--- config.mk ---
export PLATFORM = sky130hd
export DESIGN_NAME = rstseq_clk_ctrl
export DESIGN_NICKNAME = d
export VERILOG_FILES = /design/src/rtl/rstseq_pkg.sv /design/src/rtl/rstseq_timer.sv /design/src/rtl/rstseq_fsm.sv /design/src/rtl/rstseq_outregs.sv /design/src/rtl/rstseq_clk_ctrl.sv
export SDC_FILE = /design/constraint.sdc
export NUM_CORES = 1
export LEC_CHECK = 0
export BUFFER_PORTS_ARGS = -buffer_cell sky130_fd_sc_hd__buf_2
export CAP_MARGIN = 20
export CORE_MARGIN = 3
export CORE_UTILIZATION = 58
export CTS_CLUSTER_DIAMETER = 150
export DETAILED_ROUTE_END_ITERATION = 6
export PLACE_DENSITY = 0.89
export SETUP_SLACK_MARGIN = 0.02
export SLEW_MARGIN = 20
export SYNTH_ARGS = -nofsm -noshare
export SYNTH_HDL_FRONTEND = slang
export SYNTH_SLANG_ARGS = --single-unit
export TNS_END_PERCENT = 10
--- constraint.sdc ---
create_clock -name clk -period 1.9 [get_ports clk]
set_input_delay 0.38 -clock clk [delete_from_list [all_inputs] [get_ports clk]]
set_output_delay 0.38 -clock clk [all_outputs]
set_load 0.02 [all_outputs]
--- src/rtl/rstseq_pkg.sv ---
package rstseq_pkg;
    timeunit 1ns;
    timeprecision 1ps;

    // Sequencer states; order only matters for readability.
    typedef enum logic [2:0] {
        ST_IDLE,
        ST_CHECK,
        ST_ASSERT_RST,
        ST_WAIT1,
        ST_CLK_ON,
        ST_WAIT2,
        ST_RELEASE
    } seq_state_e;

    // One-cycle commands from the sequencer to the output registers.
    typedef struct packed {
        logic rst_set;
        logic rst_clr;
        logic clk_set;
        logic clk_clr;
        logic done;
    } seq_cmd_t;

    // A peripheral runs only when out of reset with its clock on.
    function automatic logic periph_running(input logic rst_asserted, input logic clk_on);
        return !rst_asserted && clk_on;
    endfunction
endpackage

--- src/rtl/rstseq_timer.sv ---
module rstseq_timer #(
    parameter int WAIT1_CYC = 4,
    parameter int WAIT2_CYC = 8
) (
    input  logic clk,
    input  logic rst,
    input  logic load_first,
    input  logic load_second,
    output logic zero
);
    timeunit 1ns;
    timeprecision 1ps;

    localparam int MAXW = (WAIT1_CYC > WAIT2_CYC) ? WAIT1_CYC : WAIT2_CYC;
    localparam int CW   = $clog2(MAXW + 1);

    logic [CW-1:0] cnt_q;

    // Loaded with length-1; the wait state exits on the cycle it reads zero.
    always_ff @(posedge clk) begin
        if (rst) begin
            cnt_q <= '0;
        end else if (load_first) begin
            cnt_q <= CW'(WAIT1_CYC - 1);
        end else if (load_second) begin
            cnt_q <= CW'(WAIT2_CYC - 1);
        end else if (cnt_q != '0) begin
            cnt_q <= cnt_q - CW'(1);
        end
    end

    assign zero = (cnt_q == '0);
endmodule

--- src/rtl/rstseq_fsm.sv ---
module rstseq_fsm
    import rstseq_pkg::*;
#(
    parameter bit HAS_RESET = 1'b1
) (
    input  logic     clk,
    input  logic     rst,
    input  logic     en_req,
    input  logic     dis_req,
    input  logic     running,
    input  logic     tmr_zero,
    output seq_cmd_t cmd,
    output logic     tmr_load1,
    output logic     tmr_load2,
    output logic     busy
);
    timeunit 1ns;
    timeprecision 1ps;

    seq_state_e state_q, state_d;

    always_ff @(posedge clk) begin
        if (rst) state_q <= ST_IDLE;
        else     state_q <= state_d;
    end

    always_comb begin
        state_d   = state_q;
        cmd       = '0;
        tmr_load1 = 1'b0;
        tmr_load2 = 1'b0;
        unique case (state_q)
            ST_IDLE: begin
                // Disable wins over a simultaneous enable.
                if (dis_req)     cmd.clk_clr = 1'b1;
                else if (en_req) state_d = ST_CHECK;
            end
            ST_CHECK: begin
                if (running) begin
                    cmd.done = 1'b1;
                    state_d  = ST_IDLE;
                end else if (HAS_RESET) begin
                    state_d = ST_ASSERT_RST;
                end else begin
                    state_d = ST_CLK_ON;
                end
            end
            ST_ASSERT_RST: begin
                cmd.rst_set = 1'b1;
                tmr_load1   = 1'b1;
                state_d     = ST_WAIT1;
            end
            ST_WAIT1: begin
                if (tmr_zero) state_d = ST_CLK_ON;
            end
            ST_CLK_ON: begin
                cmd.clk_set = 1'b1;
                if (HAS_RESET) begin
                    tmr_load2 = 1'b1;
                    state_d   = ST_WAIT2;
                end else begin
                    cmd.done = 1'b1;
                    state_d  = ST_IDLE;
                end
            end
            ST_WAIT2: begin
                if (tmr_zero) state_d = ST_RELEASE;
            end
            ST_RELEASE: begin
                cmd.rst_clr = 1'b1;
                cmd.done    = 1'b1;
                state_d     = ST_IDLE;
            end
            default: state_d = ST_IDLE;
        endcase
    end

    assign busy = (state_q != ST_IDLE);
endmodule

--- src/rtl/rstseq_outregs.sv ---
module rstseq_outregs
    import rstseq_pkg::*;
#(
    parameter bit HAS_RESET      = 1'b1,
    parameter bit CLK_ACTIVE_LOW = 1'b1,
    parameter bit CLK_INIT       = 1'b0,
    parameter bit RST_INIT       = 1'b1
) (
    input  logic     clk,
    input  logic     rst,
    input  seq_cmd_t cmd,
    output logic     clk_on,
    output logic     rst_on,
    output logic     gate_bit,
    output logic     done
);
    timeunit 1ns;
    timeprecision 1ps;

    localparam bit RST_RESET_VAL = HAS_RESET ? RST_INIT : 1'b0;

    logic clk_on_q;
    logic done_q;

    always_ff @(posedge clk) begin
        if (rst)              clk_on_q <= CLK_INIT;
        else if (cmd.clk_set) clk_on_q <= 1'b1;
        else if (cmd.clk_clr) clk_on_q <= 1'b0;
    end

    always_ff @(posedge clk) begin
        if (rst) done_q <= 1'b0;
        else     done_q <= cmd.done;
    end

    generate
        if (HAS_RESET) begin : g_reset_line
            logic rst_q;
            always_ff @(posedge clk) begin
                if (rst)              rst_q <= RST_RESET_VAL;
                else if (cmd.rst_set) rst_q <= 1'b1;
                else if (cmd.rst_clr) rst_q <= 1'b0;
            end
            assign rst_on = rst_q;
        end else begin : g_no_reset_line
            logic unused_rst_cmds;
            assign unused_rst_cmds = cmd.rst_set | cmd.rst_clr;
            assign rst_on = 1'b0;
        end
    endgenerate

    assign clk_on   = clk_on_q;
    assign gate_bit = clk_on_q ^ CLK_ACTIVE_LOW;
    assign done     = done_q;
endmodule

--- src/rtl/rstseq_clk_ctrl.sv ---
module rstseq_clk_ctrl
    import rstseq_pkg::*;
#(
    parameter int WAIT1_CYC      = 2500,
    parameter int WAIT2_CYC      = 250000,
    parameter bit HAS_RESET      = 1'b1,
    parameter bit CLK_ACTIVE_LOW = 1'b1,
    parameter bit CLK_INIT       = 1'b0,
    parameter bit RST_INIT       = 1'b1
) (
    input  logic clk,
    input  logic rst,
    input  logic en_req,
    input  logic dis_req,
    output logic busy,
    output logic done,
    output logic gate_bit,
    output logic per_rst
);
    timeunit 1ns;
    timeprecision 1ps;

    seq_cmd_t cmd;
    logic     tmr_load1, tmr_load2, tmr_zero;
    logic     clk_on, rst_on, running;

    assign running = periph_running(rst_on, clk_on);

    rstseq_fsm #(
        .HAS_RESET (HAS_RESET)
    ) u_fsm (
        .clk       (clk),
        .rst       (rst),
        .en_req    (en_req),
        .dis_req   (dis_req),
        .running   (running),
        .tmr_zero  (tmr_zero),
        .cmd       (cmd),
        .tmr_load1 (tmr_load1),
        .tmr_load2 (tmr_load2),
        .busy      (busy)
    );

    rstseq_timer #(
        .WAIT1_CYC (WAIT1_CYC),
        .WAIT2_CYC (WAIT2_CYC)
    ) u_timer (
        .clk         (clk),
        .rst         (rst),
        .load_first  (tmr_load1),
        .load_second (tmr_load2),
        .zero        (tmr_zero)
    );

    rstseq_outregs #(
        .HAS_RESET      (HAS_RESET),
        .CLK_ACTIVE_LOW (CLK_ACTIVE_LOW),
        .CLK_INIT       (CLK_INIT),
        .RST_INIT       (RST_INIT)
    ) u_out (
        .clk      (clk),
        .rst      (rst),
        .cmd      (cmd),
        .clk_on   (clk_on),
        .rst_on   (rst_on),
        .gate_bit (gate_bit),
        .done     (done)
    );

    assign per_rst = rst_on;
endmodule

==> impl_metrics.tcl, run 1 <==
set metrics [dict create \
    clock_power_share 0.089 \
    fillers 151 \
    yosys_warnings 0 \
    cts-root-buf "clkbuf_4" \
    grt_antenna_before_repair 0 \
    worst-setup-path-type "flip-flop to flip-flop" \
    syn_area_mm2 0.00131 \
    tightest_slew_ns 0.430 \
    synth.distinct_cells 42 \
    seq_area_um2 483 \
    fmaxAchievable_ghz 0.552 \
    synth_ff_type "dfxtp_1" \
    cts_hold_buf 0 \
    finalCritPeriodShare 0.954 \
    fin_ws_ns 0.0876 \
    grt_pass1_wl_um 4970 \
    clk_pin_slew_ns 0.14 \
    grt_usage 0.236 \
    gp_congestion 0.862 \
    first_iter_violations 43 \
    dr.pass1.iters 4 \
    grt_pass1_vias 1151 \
    netSwitchingFraction 0.463 \
    worst_ir_drop_vdd_mv 1.07 \
    coreArea_mm2 0.00204 \
    drv_slew 0 \
    multi_input_comb_area_um2 802 \
    status "completed" \
    min-delay-path-class "primary input to flip-flop" \
    layout.nets 175 \
    initial_core_util 0.639 \
    cts.path.max_buffers 2 \
    end_kind "flip-flop" \
    diodes 0 \
    wl_per_cell_um 15.6 \
    power_frac_comb 0.598 \
    detailed_place.area_mm2 0.00138 \
    die_area_mm2 0.00286 \
    synth-edff-count 0 \
    ys_ff_latch 24 \
    async_reset_ff_frac 0 \
    final_common_cell "dfxtp_1" \
    vias 1226 \
    maxCapViolCount 0 \
    antenna_left 0 \
    die_x_um 53.4 \
    hold_violations 0 \
    drcViolationCount 0 \
    grt_start_max_net_pins 15 \
    pwr_density_cell_mw_per_mm2 2070 \
    worst_slew_margin_rel 0.713 \
    gr-total-overflow 0 \
    cts_tree "built" \
    cp.required_ns 2.10 \
    netlist_top_cells_area "dfxtp_1 37%, a21oi_1 6.9%, xor2_1 6.0%" \
    synthCells 156 \
    crit_arrival_ns 2.02 \
    syn_avg_cell_area_um2 8.37 \
    cts_buffers 3 \
    p_int_w 0.00162 \
    cp_max_fo 6 \
    cts_sinks 24 \
    final_cell_mix "22 x dfxtp_1, 18 x a21oi_1, 14 x nor2_1" \
    htree_num_levels 1 \
    clk_latency_ns 0.32 \
    power.share.sequential 0.313 \
    synth_top_area_cell "dfxtp_1" \
    hpwl_um 2190 \
    final_layout_size_suffix_gt1_frac 0.202 \
    synth_seq_area_share 0.368 \
    port_buffers 7 \
    ioPinCount 8 \
    cp-start-kind "flip-flop" \
    setup_viol 0 \
    synth_top_area_frac 0.368 \
    viasPerCell 6.29 \
    synth_nets 162 \
    pre_cts_ws_ns 0.0493 \
    netSwitchingPower_w 0.00140 \
    p_leak_nw 0.544 \
    row_count 16 \
    synthToLayoutAreaGrowth_pct 12.0 \
    design_area_mm2 0.00146 \
    fin_crit_ns 1.81 \
    skew_ns 0.0134 \
    totalWireLength_um 3030 \
    fp.dieH_um 53.4 \
]
-- logic make-up (layout without fill, tap and decap cells) --
group                      Yosys count  in the layout  share of synthesized area
xor gates and xnor gates            11             11                     0.0738
buffers and inverters               12             24                     0.0403
DFF                                 24             24                      0.368
and+or+nand+nor                     63             63                      0.294
adders and majority gates            2              2                     0.0192
AOI/OAI and AO/OA                   42             42                      0.189
muxes                                2              2                     0.0153
-- per-layer routing --
layer / up-vias / GRT usage / share of wire
met5: - / 0 / 0
met4: 0 / 0.106 / 0.025
met3: 9 / 0.0310 / 0.044
met2: 40 / 0.392 / 0.51
met1: 592 / 0.299 / 0.42
li1: 585 / - / -
-- final cells by class --
| cell class | instances | area share |
|---|---|---|
| Multi-Input combinational cell | 120 | 0.549 |
| Timing Repair Buffer | 13 | 0.0548 |
| Clock buffer | 4 | 0.0248 |
| Inverter | 7 | 0.0180 |
| Tap cell | 27 | 0.0231 |
| Sequential cell | 24 | 0.330 |
-- state kept, by name, indices dropped and copies added (netlist names) --
register and count:
u_out.done 1, u_out.rst_on 1, u_fsm.state_q 3, u_out.clk_on 1, u_timer.cnt_q 18
-- worst max-delay path, stage by stage (launching register included) --
cell     delay [ns]
dfxtp_1        0.43
nor4_4         0.30
buf_4          0.18
nand4_4        0.13
or2_1          0.35
a31oi_1        0.24
nor2_1         0.06
-- what timing repair did --
item / in CTS / in global routing
cloned: 0 / 0
resized for setup: 0 / 10
buffers inserted: 1 / 1
setup endpoints to repair: 1 / 11
pin swaps: 0 / 1
-- synth_stat cells, drive strengths merged (3+ instances only) --
cell / count
nor3: 8
nor3b: 3
nand2b: 4
clkbuf: 4
xor2: 9
nand3: 4
nor4: 5
nand4: 3
dfxtp: 24
nand2: 13
o21ai: 10
inv: 7
o31ai: 3
nor2: 15
a21oi: 18
-- path summary, 6_finish.rpt --
kind | startpoint | endpoint | slack (ns) | cells past startpoint
worst max register to register | u_timer.cnt_q[5] | u_timer.cnt_q[2] | 0.09 | 6
worst max-delay path | u_timer.cnt_q[5] | u_timer.cnt_q[2] | 0.09 | 6
worst min register to register | u_out.rst_on | u_out.rst_on | 0.49 | 2
worst min-delay path | rst | u_out.done | 0.39 | 2
-- per-stage QoR --
step	std cells	setup TNS [ns]	utilization	hold slack, ns	power [W]
2_1_floorplan	156	0	-	0.467	0.00212
6_report	195	0	0.716	0.391	0.00302
4_1_cts	194	0	0.696	0.385	0.00284
3_3_place_gp	189	0	0.675	0.461	0.00245
5_1_grt	195	-0.00769	0.716	0.409	0.00325
3_5_place_dp	189	0	0.675	0.471	0.00254
-- power groups by stage --
stage          Sequential [W]  Clock, W  Combinational (W)
2_1_floorplan        0.000870         0            0.00125
3_3_place_gp         0.000913         0            0.00154
3_5_place_dp         0.000931         0            0.00160
4_1_cts              0.000918  0.000270            0.00165
5_1_grt              0.000976  0.000291            0.00198
6_report             0.000945  0.000269            0.00181
Note: power is estimated with default switching activity, not from simulation.
==> run 2: changes to the inputs <==
--- a/config.mk
+++ b/config.mk
@@ -5,7 +5,7 @@
 export SDC_FILE = /design/constraint.sdc
 export NUM_CORES = 1
 export LEC_CHECK = 0
-export BUFFER_PORTS_ARGS = -buffer_cell sky130_fd_sc_hd__buf_2
+export BUFFER_PORTS_ARGS = -buffer_cell sky130_fd_sc_hd__buf_4
 export CAP_MARGIN = 20
 export CORE_MARGIN = 3
 export CORE_UTILIZATION = 58
==> impl_metrics.tcl, run 2 (synthesized netlist as in run 1, its figures left out) <==
set metrics [dict create \
    r2r_slack_ns 0.05 \
    worst-setup-path-type "flip-flop to flip-flop" \
    first_iter_violations 43 \
    hold_violations 0 \
    clk_pin_slew_ns 0.15 \
    design_area_mm2 0.00148 \
    dr.pass1.iters 4 \
    ioPinCount 8 \
    cp_max_fo 4 \
    pre_cts_ws_ns 0.0600 \
    top_regs "u_timer.cnt_q (18), u_fsm.state_q (3)" \
    crit_arrival_ns 2.09 \
    totalWireLength_um 3160 \
    grt_start_max_net_pins 15 \
    diodes 0 \
    fillers 156 \
    fp.dieH_um 53.4 \
    gp_congestion 0.895 \
    grt_pass1_wl_um 5130 \
    setup_viol 0 \
    initial_core_util 0.639 \
    final_cell_mix "22 x dfxtp_1, 18 x a21oi_1, 14 x nor2_1" \
    pwr_density_cell_mw_per_mm2 2070 \
    gr-total-overflow 0 \
    end_kind "flip-flop" \
    row_count 16 \
    cts-root-buf "clkbuf_4" \
    vias 1212 \
    drcViolationCount 0 \
    final_common_cell "dfxtp_1" \
    finalCritPeriodShare 0.976 \
    grt_usage 0.247 \
    worst_ir_drop_vdd_mv 1.04 \
    rsz0062_at_grt "yes" \
    htree_num_levels 1 \
    grt_pass1_vias 1166 \
    hpwl_um 2210 \
    cts_buffers 3 \
    final_layout_size_suffix_gt1_frac 0.204 \
    detailed_place.area_mm2 0.00140 \
    cts.path.max_buffers 2 \
    maxCapViolCount 0 \
    worst_slew_margin_rel 0.741 \
    fmaxAchievable_ghz 0.539 \
    worstReg2RegStart "u_timer.cnt_q[0]" \
    viasPerCell 6.25 \
    grt_antenna_before_repair 0 \
    layout.nets 174 \
    power.total_w 0.00307 \
    status "completed" \
    wl_per_cell_um 16.3 \
    cts_hold_buf 0 \
    largest_reg_flops 18 \
    synthToLayoutAreaGrowth_pct 13.7 \
    p_leak_nw 0.555 \
    cts_sinks 24 \
    largest_register "u_timer.cnt_q" \
    tightest_slew_ns 0.385 \
    skew_ns 0.00577 \
    die_area_mm2 0.00286 \
    drv_slew 0 \
    tns_ns 0 \
    hp-start "rst" \
    fin_crit_ns 1.85 \
    cp.required_ns 2.14 \
    cp-start-kind "flip-flop" \
    coreArea_mm2 0.00204 \
    die_x_um 53.4 \
    fin_ws_ns 0.0455 \
    hold-worst-slack_ns 0.308 \
    cts_tree "built" \
    port_buffers 7 \
    antenna_left 0 \
    critPathLaunch "u_timer.cnt_q[0]" \
    min-delay-path-class "primary input to flip-flop" \
    clk_latency_ns 0.33 \
]
[run 2: stage by stage]
stage,instances,util
3_3_place_gp,189,0.683
5_1_grt,194,0.727
6_report,194,0.727
4_1_cts,194,0.718
3_5_place_dp,189,0.683
2_1_floorplan,156,-
[run 2: cell type report]
cell class	instances	area, um^2	area share
clock inverters	1	30.0	0.0202
inverters	7	26.3	0.0177
multi-input cells	120	798	0.538
flip-flops and latches	24	483	0.325
clock buffers	3	22.5	0.0152
repair buffers	12	90.1	0.0607
well taps	27	33.8	0.0228
[run 2: repair_timing]
item / 4_1_cts / 5_1_grt
buffers inserted: 1 / 0
pin swaps: 1 / 1
gates resized for setup: 4 / 5
hold endpoints to repair: 0 / 0
setup endpoints to repair: 1 / 3
[run 2: final timing paths]
path / to / depth (start not counted)
hold reg to reg: u_out.rst_on / 2
setup / recovery: u_timer.cnt_q[6] / 7
setup reg to reg: u_timer.cnt_q[6] / 7
hold / removal: u_timer.cnt_q[0] / 2
[run 2: worst max-delay path, stage by stage, from the launching register on]
cell and delay [ns]:
dfxtp_2 0.37, inv_2 0.08, ha_2 0.19, or3b_4 0.42
nor3_4 0.13, xor2_1 0.21, a21oi_1 0.11, o31ai_2 0.24
[run 2: where the power goes]
part | leakage, nW | switching, W | total [W] | internal, W
Sequential | 0.197 | 0.000266 | 0.000950 | 0.000685
Combinational | 0.330 | 0.000949 | 0.00174 | 0.000791
Clock | 0.0279 | 0.000170 | 0.000383 | 0.000213
Total | 0.555 | 0.00138 | 0.00307 | 0.00169
[run 2: per-layer routing]
layer | track usage | part of all wire
met5 | 0 | 0
met1 | 0.293 | 0.43
met3 | 0.0394 | 0.059
met4 | 0.145 | 0.029
met2 | 0.412 | 0.48
